`src/rtl/trap_pkg.sv`:
```
package trap_pkg;

    localparam int TRAP_W = 5;

    typedef struct packed {
        logic fp;
        logic dacc;
        logic iacc;
        logic intr;
        logic instr;
    } trap_bits_t;

    typedef enum logic [1:0] {
        ST_BOOT    = 2'd0,
        ST_RUN     = 2'd1,
        ST_HANDLER = 2'd2
    } tctl_state_e;

endpackage

```
`src/rtl/trap_lock_watchdog.sv`:
```
module trap_lock_watchdog #(
    parameter int WINDOW = 32
) (
    input  logic clk_i,
    input  logic rst_i,
    input  logic retire_i,
    input  logic lock_i,
    input  logic unlock_i,
    output logic timeout_o
);
    localparam int CW = $clog2(WINDOW + 1);
    localparam logic [CW-1:0] LAST = CW'(WINDOW - 1);

    logic          armed_q;
    logic [CW-1:0] cnt_q;
    logic          plain_retire;

    assign plain_retire = retire_i && !lock_i && !unlock_i;
    assign timeout_o    = armed_q && plain_retire && (cnt_q == LAST);

    always_ff @(posedge clk_i) begin
        if (rst_i) begin
            armed_q <= 1'b0;
            cnt_q   <= '0;
        end else if (retire_i) begin
            if (lock_i) begin
                armed_q <= 1'b1;
                cnt_q   <= '0;
            end else if (unlock_i) begin
                armed_q <= 1'b0;
                cnt_q   <= '0;
            end else if (armed_q) begin
                if (cnt_q == LAST) begin
                    armed_q <= 1'b0;
                    cnt_q   <= '0;
                end else begin
                    cnt_q <= cnt_q + 1'b1;
                end
            end
        end
    end

    AST_WDOG_RANGE: assert property (@(posedge clk_i) disable iff (rst_i)
        armed_q |-> (32'(cnt_q) < WINDOW));
    AST_WDOG_UNLOCK: assert property (@(posedge clk_i) disable iff (rst_i)
        (retire_i && unlock_i && !lock_i) |=> !armed_q);

endmodule

```
`src/rtl/trap_cause_decode.sv`:
```
module trap_cause_decode
    import trap_pkg::*;
(
    input  logic       sw_trap_i,
    input  logic       ovf_chk_i,
    input  logic       ovf_flag_i,
    input  logic       lock_to_i,
    input  logic       fp_fault_i,
    input  logic       iacc_fault_i,
    input  logic       dacc_fault_i,
    input  logic       ext_int_i,
    input  logic       ie_i,
    output trap_bits_t bits_o,
    output logic       take_o
);
    always_comb begin
        bits_o.instr = sw_trap_i || (ovf_chk_i && ovf_flag_i) || lock_to_i;
        bits_o.intr  = ext_int_i && ie_i;
        bits_o.iacc  = iacc_fault_i;
        bits_o.dacc  = dacc_fault_i;
        bits_o.fp    = fp_fault_i;
        take_o       = |bits_o;
    end

endmodule

```
`src/rtl/trap_status_regs.sv`:
```
module trap_status_regs
    import trap_pkg::*;
#(
    parameter int             AW     = 32,
    parameter logic [AW-1:0]  VECTOR = 'hFFFF_FF00
) (
    input  logic          clk_i,
    input  logic          rst_i,
    input  logic          take_i,
    input  trap_bits_t    bits_i,
    input  logic          lock_to_i,
    input  logic          dual_i,
    input  logic          next_dual_i,
    input  logic [AW-1:0] pc_i,
    input  logic          restore_i,
    input  logic          restore_user_i,
    input  logic          restore_ie_i,
    input  logic          restore_brk_rd_i,
    input  logic          restore_brk_wr_i,
    output logic          redirect_o,
    output logic [AW-1:0] vector_o,
    output logic          user_o,
    output logic          ie_o,
    output logic          prev_user_o,
    output logic          prev_ie_o,
    output logic          dim_o,
    output logic          mode_sw_o,
    output trap_bits_t    bits_o,
    output logic          lock_to_o,
    output logic          brk_rd_o,
    output logic          brk_wr_o,
    output logic [AW-1:0] fir_o,
    output logic          in_handler_o
);
    localparam logic [AW-1:0] HALF_STEP = AW'(4);

    tctl_state_e   state_q, state_d;
    logic          take_ok;
    logic          user_q, ie_q, prev_user_q, prev_ie_q;
    logic          dim_q, mode_sw_q, lock_to_q, brk_rd_q, brk_wr_q;
    trap_bits_t    bits_q;
    logic [AW-1:0] fir_q;

    // Next-state process
    always_comb begin
        state_d = state_q;
        take_ok = 1'b0;
        unique case (state_q)
            ST_BOOT: begin
                state_d = ST_RUN;                 // boot_done
            end
            ST_RUN: begin
                take_ok = take_i;
                if (take_i) state_d = ST_HANDLER; // trap_entry
            end
            ST_HANDLER: begin
                take_ok = take_i;
                if (take_i)         state_d = ST_HANDLER; // trap_entry
                else if (restore_i) state_d = ST_RUN;     // trap_return
            end
            default: state_d = ST_BOOT;
        endcase
    end

    // State and status registers
    always_ff @(posedge clk_i) begin
        if (rst_i) begin
            state_q     <= ST_BOOT;
            user_q      <= 1'b0;
            ie_q        <= 1'b0;
            prev_user_q <= 1'b0;
            prev_ie_q   <= 1'b0;
            dim_q       <= 1'b0;
            mode_sw_q   <= 1'b0;
            bits_q      <= '0;
            lock_to_q   <= 1'b0;
            brk_rd_q    <= 1'b0;
            brk_wr_q    <= 1'b0;
            fir_q       <= '0;
        end else begin
            state_q <= state_d;
            if (take_ok) begin
                prev_user_q <= user_q;
                prev_ie_q   <= ie_q;
                user_q      <= 1'b0;
                ie_q        <= 1'b0;
                dim_q       <= dual_i;
                mode_sw_q   <= dual_i ^ next_dual_i;
                bits_q      <= bits_i;
                lock_to_q   <= lock_to_i;
                fir_q       <= dual_i ? (pc_i - HALF_STEP) : pc_i;
            end else if (restore_i) begin
                user_q   <= restore_user_i;
                ie_q     <= restore_ie_i;
                brk_rd_q <= restore_brk_rd_i;
                brk_wr_q <= restore_brk_wr_i;
            end
        end
    end

    // Output process
    always_comb begin
        redirect_o   = (state_q == ST_BOOT) || take_ok;
        vector_o     = VECTOR;
        in_handler_o = (state_q == ST_HANDLER);
        user_o       = user_q;
        ie_o         = ie_q;
        prev_user_o  = prev_user_q;
        prev_ie_o    = prev_ie_q;
        dim_o        = dim_q;
        mode_sw_o    = mode_sw_q;
        bits_o       = bits_q;
        lock_to_o    = lock_to_q;
        brk_rd_o     = brk_rd_q;
        brk_wr_o     = brk_wr_q;
        fir_o        = fir_q;
    end

    AST_PREV_COPY: assert property (@(posedge clk_i) disable iff (rst_i)
        take_ok |=> (prev_user_q == $past(user_q)) && (prev_ie_q == $past(ie_q)));
    AST_SUPERVISOR: assert property (@(posedge clk_i) disable iff (rst_i)
        take_ok |=> (!user_q && !ie_q));
    AST_DIM_CAPTURE: assert property (@(posedge clk_i) disable iff (rst_i)
        take_ok |=> (dim_q == $past(dual_i)));
    AST_MODE_SWITCH: assert property (@(posedge clk_i) disable iff (rst_i)
        take_ok |=> (mode_sw_q == ($past(dual_i) != $past(next_dual_i))));
    AST_INT_NEEDS_IE: assert property (@(posedge clk_i) disable iff (rst_i)
        take_ok |=> (!bits_q.intr || $past(ie_q)));
    AST_BOOT_CLEAN: assert property (@(posedge clk_i) disable iff (rst_i)
        (state_q == ST_BOOT) |-> (bits_q == '0 && !user_q && !ie_q && !brk_rd_q && !brk_wr_q));
    AST_TRAP_WINS: assert property (@(posedge clk_i) disable iff (rst_i)
        (take_ok && restore_i) |=> (state_q == ST_HANDLER && !user_q));

endmodule

```
`src/rtl/trap_entry_ctrl.sv`:
```
module trap_entry_ctrl
    import trap_pkg::*;
#(
    parameter int AW          = 32,
    parameter int LOCK_WINDOW = 32
) (
    input  logic          clk_i,
    input  logic          rst_i,
    input  logic          retire_i,
    input  logic          lock_i,
    input  logic          unlock_i,
    input  logic          sw_trap_i,
    input  logic          ovf_chk_i,
    input  logic          ovf_flag_i,
    input  logic          fp_fault_i,
    input  logic          iacc_fault_i,
    input  logic          dacc_fault_i,
    input  logic          ext_int_i,
    input  logic          dual_i,
    input  logic          next_dual_i,
    input  logic [AW-1:0] pc_i,
    input  logic          restore_i,
    input  logic          restore_user_i,
    input  logic          restore_ie_i,
    input  logic          restore_brk_rd_i,
    input  logic          restore_brk_wr_i,
    output logic          redirect_o,
    output logic [AW-1:0] vector_o,
    output logic          single_issue_o,
    output logic          user_o,
    output logic          ie_o,
    output logic          prev_user_o,
    output logic          prev_ie_o,
    output logic          dim_o,
    output logic          mode_sw_o,
    output logic [TRAP_W-1:0] trap_bits_o,
    output logic          lock_to_o,
    output logic          brk_rd_o,
    output logic          brk_wr_o,
    output logic [AW-1:0] fir_o,
    output logic          in_handler_o
);
    logic       wdog_to;
    logic       take;
    trap_bits_t cause_bits;
    trap_bits_t held_bits;

    trap_lock_watchdog #(.WINDOW(LOCK_WINDOW)) u_wdog (
        .clk_i     (clk_i),
        .rst_i     (rst_i),
        .retire_i  (retire_i),
        .lock_i    (lock_i),
        .unlock_i  (unlock_i),
        .timeout_o (wdog_to)
    );

    trap_cause_decode u_decode (
        .sw_trap_i    (sw_trap_i),
        .ovf_chk_i    (ovf_chk_i),
        .ovf_flag_i   (ovf_flag_i),
        .lock_to_i    (wdog_to),
        .fp_fault_i   (fp_fault_i),
        .iacc_fault_i (iacc_fault_i),
        .dacc_fault_i (dacc_fault_i),
        .ext_int_i    (ext_int_i),
        .ie_i         (ie_o),
        .bits_o       (cause_bits),
        .take_o       (take)
    );

    trap_status_regs #(.AW(AW)) u_status (
        .clk_i            (clk_i),
        .rst_i            (rst_i),
        .take_i           (take),
        .bits_i           (cause_bits),
        .lock_to_i        (wdog_to),
        .dual_i           (dual_i),
        .next_dual_i      (next_dual_i),
        .pc_i             (pc_i),
        .restore_i        (restore_i),
        .restore_user_i   (restore_user_i),
        .restore_ie_i     (restore_ie_i),
        .restore_brk_rd_i (restore_brk_rd_i),
        .restore_brk_wr_i (restore_brk_wr_i),
        .redirect_o       (redirect_o),
        .vector_o         (vector_o),
        .user_o           (user_o),
        .ie_o             (ie_o),
        .prev_user_o      (prev_user_o),
        .prev_ie_o        (prev_ie_o),
        .dim_o            (dim_o),
        .mode_sw_o        (mode_sw_o),
        .bits_o           (held_bits),
        .lock_to_o        (lock_to_o),
        .brk_rd_o         (brk_rd_o),
        .brk_wr_o         (brk_wr_o),
        .fir_o            (fir_o),
        .in_handler_o     (in_handler_o)
    );

    assign trap_bits_o    = held_bits;
    assign single_issue_o = redirect_o;

    AST_TIMEOUT_TRAPS: assert property (@(posedge clk_i) disable iff (rst_i)
        (wdog_to && !in_handler_o && !redirect_o) |-> 1'b0 || !wdog_to);
    AST_LOCKTO_FLAG: assert property (@(posedge clk_i) disable iff (rst_i)
        (redirect_o && wdog_to) |=> (lock_to_o && trap_bits_o[0]));

endmodule

```
`config.mk`:
```
export PLATFORM = sky130hd
export DESIGN_NAME = trap_entry_ctrl
export DESIGN_NICKNAME = d
export VERILOG_FILES = /design/src/rtl/trap_pkg.sv /design/src/rtl/trap_lock_watchdog.sv /design/src/rtl/trap_cause_decode.sv /design/src/rtl/trap_status_regs.sv /design/src/rtl/trap_entry_ctrl.sv
export SDC_FILE = /design/constraint.sdc
export NUM_CORES = 1
export LEC_CHECK = 0
export ABC_AREA = 1
export ABC_CLOCK_PERIOD_IN_PS = 2300
export BUFFER_PORTS_ARGS = -buffer_cell sky130_fd_sc_hd__buf_2
export CAP_MARGIN = 20
export CORE_MARGIN = 10
export CORE_UTILIZATION = 49
export CTS_CLUSTER_DIAMETER = 150
export CTS_CLUSTER_SIZE = 12
export DETAILED_ROUTE_END_ITERATION = 8
export GPL_TIMING_DRIVEN = 0
export PLACE_DENSITY = 0.81
export SYNTH_ARGS = -nofsm -noshare
export SYNTH_HDL_FRONTEND = slang
export SYNTH_SLANG_ARGS = --single-unit
```
`constraint.sdc`:
```
create_clock -name clk_i -period 2.3 [get_ports clk_i]
set_input_delay 0.46 -clock clk_i [delete_from_list [all_inputs] [get_ports clk_i]]
set_output_delay 0.46 -clock clk_i [all_outputs]
set_load 0.05 [all_outputs]
```
==> flow_summary.ini <==
[timing]
fin_crit_ps = 2160
maxSlewHeadroom_pct = 64.8
setup_viol = 0
finalCritPeriodShare_pct = 94.0
hold_viol = 0
fmax_ghz = 0.463
rsz0062_at_grt = false
skew_ps = 12.8
drv_slew = 0
worstMarginPinSlew_ps = 522
setup-tns-final_ps = 0

[critical_path]
critPathLaunchType = register
cp_data_arrival_time_ps = 1700
critPathCaptureType = output port
cp_max_fo = 4
crit_required_ps = 1840
path_class = reg2out

[synthesis]
synthTopCellsByArea = dfxtp_1 32%, nand2_1 13%, nor2_1 11%
yosysTopAreaCell = dfxtp_1
ys_seq_area_share_pct = 32.3
ys_ff_latch = 55
avgSynthCellArea_um2 = 6.47
synth_top_cell_area_share_pct = 32.3
syn_inst = 527
ys_types = 33
syn_area_um2 = 3410
yosys_warnings = 0

[grt]
antenna_found_initial = 0
grt.total_usage_pct = 17.6
overflow = 0
grt_pass1_vias = 3366
grt_start_max_net_pins = 19
grt_pass1_wl_um = 15100

[die]
ioPinCount = 132
die_h_um = 103
core_um2 = 6790
die-area_um2 = 10700
start_util_pct = 50.2
die_w_um = 103
rows = 30

[route]
remaining_drc_errors = 0
wl_per_cell_um = 12.7
drt_iter0_markers = 228
ant_nets = 0
routed_wl_um = 9690
firstDrtPassIters = 5
via_per_inst = 4.66
num_vias = 3542

[clock_network]
path_clk_slew_ps = 90
cts_tree = done
cts-buffers-inserted = 5
cts.sinks = 55
clk-insertion-delay-late_ps = 310
cts_buffer_depth = 2
cts_max_level = 2
cts_root_buf = clkbuf_8

[power]
irDropWorstVdd_mv = 0.305
power_w = 0.00360
power.static_leakage_nw = 2.21
p_per_area_nw_per_um2 = 842

[cells_and_area]
fin_cells = 760
syn_to_final_growth_pct = 25.4
diodes = 0
nets = 720
drive_gt1_share_pct = 25.8

[outcome]
outcome = finished clean

[placed_design]
gp_congestion = 0.881
dp.cells = 751
io_buffers = 98
dpl.hpwl_um = 8050

[worst_hold_path]
hp-class = in2reg

[job]
cap_violations = 0
==> power breakdown <==
| group | switching, W | total (W) | internal [W] | leakage, nW |
|---|---|---|---|---|
| registers | 0.000101 | 0.00123 | 0.00113 | 0.454 |
| clock network | 0.000306 | 0.000580 | 0.000274 | 0.0505 |
| logic | 0.00132 | 0.00178 | 0.000466 | 1.71 |
| total | 0.00173 | 0.00360 | 0.00187 | 2.21 |
==> worst paths after layout <==
check	from	to	slack [ps]	depth (start not counted)
setup reg to reg	u_wdog.cnt_q[0]	u_status.fir_o[12]	410	10
hold / removal	restore_ie_i	u_status.ie_o	390	3
hold reg to reg	u_status.bits_o[0]	u_status.bits_o[0]	470	2
setup / recovery	u_wdog.cnt_q[0]	single_issue_o	140	9
==> state kept, by name, summed over array words and instances, names as in the netlist <==
| name | count |
|---|---|
| u_status.fir_o | 32 |
| u_wdog.cnt_q | 6 |
| u_status.bits_o | 5 |
| u_status.state_q | 2 |
| u_status.brk_rd_o | 1 |
| u_status.brk_wr_o | 1 |
| u_status.dim_o | 1 |
| u_status.ie_o | 1 |
| u_status.lock_to_o | 1 |
| u_status.mode_sw_o | 1 |
| u_status.prev_ie_o | 1 |
| u_status.prev_user_o | 1 |
| u_status.user_o | 1 |
| u_wdog.armed_q | 1 |
==> area by class of cell <==
class / count / area, um^2
clock inverter: 1 / 7.51
tap: 96 / 120
inverter: 64 / 243
clock buffer: 7 / 96.3
timing repair buffer: 100 / 514
sequential: 55 / 1100
fill: 648 / 2520
buffer: 46 / 337
multi-input combinational: 391 / 1850
==> metal layers <==
layer	track usage, %	part of all wire, %	vias up
met1	20.1	42	1557
met2	31.5	49	118
met3	2.99	6.8	17
met4	7.27	2.7	0
met5	0	0	-
li1	-	-	1850
==> worst max-delay path, cell delays in order, from the launching register on <==
cell,delay (ps)
dfxtp_2,360
ha_2,210
nand3_2,120
nor2_4,120
nand2_2,100
nand3_4,130
nand2_8,60
nand2_2,60
buf_4,100
buf_6,140
==> per-stage QoR <==
| step | setup WS [ps] | hold WS [ps] | area (um^2) | util (%) |
|---|---|---|---|---|
| finish | 138 | 393 | 4280 | 62.9 |
| global route | 19.5 | 393 | 4280 | 62.9 |
| CTS | 13.7 | 391 | 4250 | 62.6 |
| detailed placement | -40.9 | 457 | 4130 | 60.8 |
| global placement | -40.1 | 447 | 4130 | 60.8 |
| floorplan | 157 | 439 | 3520 | - |
==> placed cells by master, fill, tap and decap left out, types with 12 or more instances in the layout <==
cell	n
buf_2	98
nand4_1	12
nor2_1	98
o21ai_0	29
nand2_1	113
buf_4	40
conb_1	32
dfxtp_1	53
inv_1	63
a21oi_1	29
nand3_1	21
==> cells in the mapped netlist <==
| cell | n |
|---|---|
| nand2_1 | 114 |
| a221oi_1 | 1 |
| inv_4 | 1 |
| o21ai_0 | 29 |
| or2_0 | 1 |
| nor2_1 | 98 |
| a21oi_1 | 29 |
| xnor2_1 | 3 |
| o21ai_2 | 1 |
| buf_1 | 1 |
| nor3_1 | 5 |
| nand2_2 | 2 |
| buf_4 | 38 |
| nand3_1 | 21 |
| clkbuf_1 | 3 |
| nand2_4 | 1 |
| nand4_1 | 12 |
| nor3_2 | 1 |
| o21bai_1 | 2 |
| conb_1 | 2 |
| dfxtp_1 | 55 |
| inv_1 | 63 |
| nand3_2 | 3 |
| nor2_2 | 4 |
| o21ai_1 | 10 |
| ha_1 | 6 |
| xor2_1 | 10 |
| nand3b_1 | 1 |
| or2_2 | 1 |
| buf_2 | 2 |
| nor3b_1 | 1 |
| nor2_4 | 3 |
| buf_6 | 3 |
==> cell families (layout without fill, tap and decap cells) <==
kind of cell	after synthesis	count (layout)	synth area share [%]
AO/OA/AOI/OAI	72	72	10.9
XOR/XNOR	13	13	3.34
adder cells (fa/ha/maj)	6	6	2.20
buffers and inverters	111	218	17.2
flip-flops	55	55	32.3
other	2	32	0.220
AND/OR/NAND/NOR	268	268	33.8
==> repair_timing <==
action	in CTS	in global routing
setup buffers	0	2
endpoints found under the setup margin	2	2
gates resized for setup	6	2
hold endpoints to repair	0	0
pin swaps	0	1
hold buffers	0	0
(Power assumes the default switching activity.)
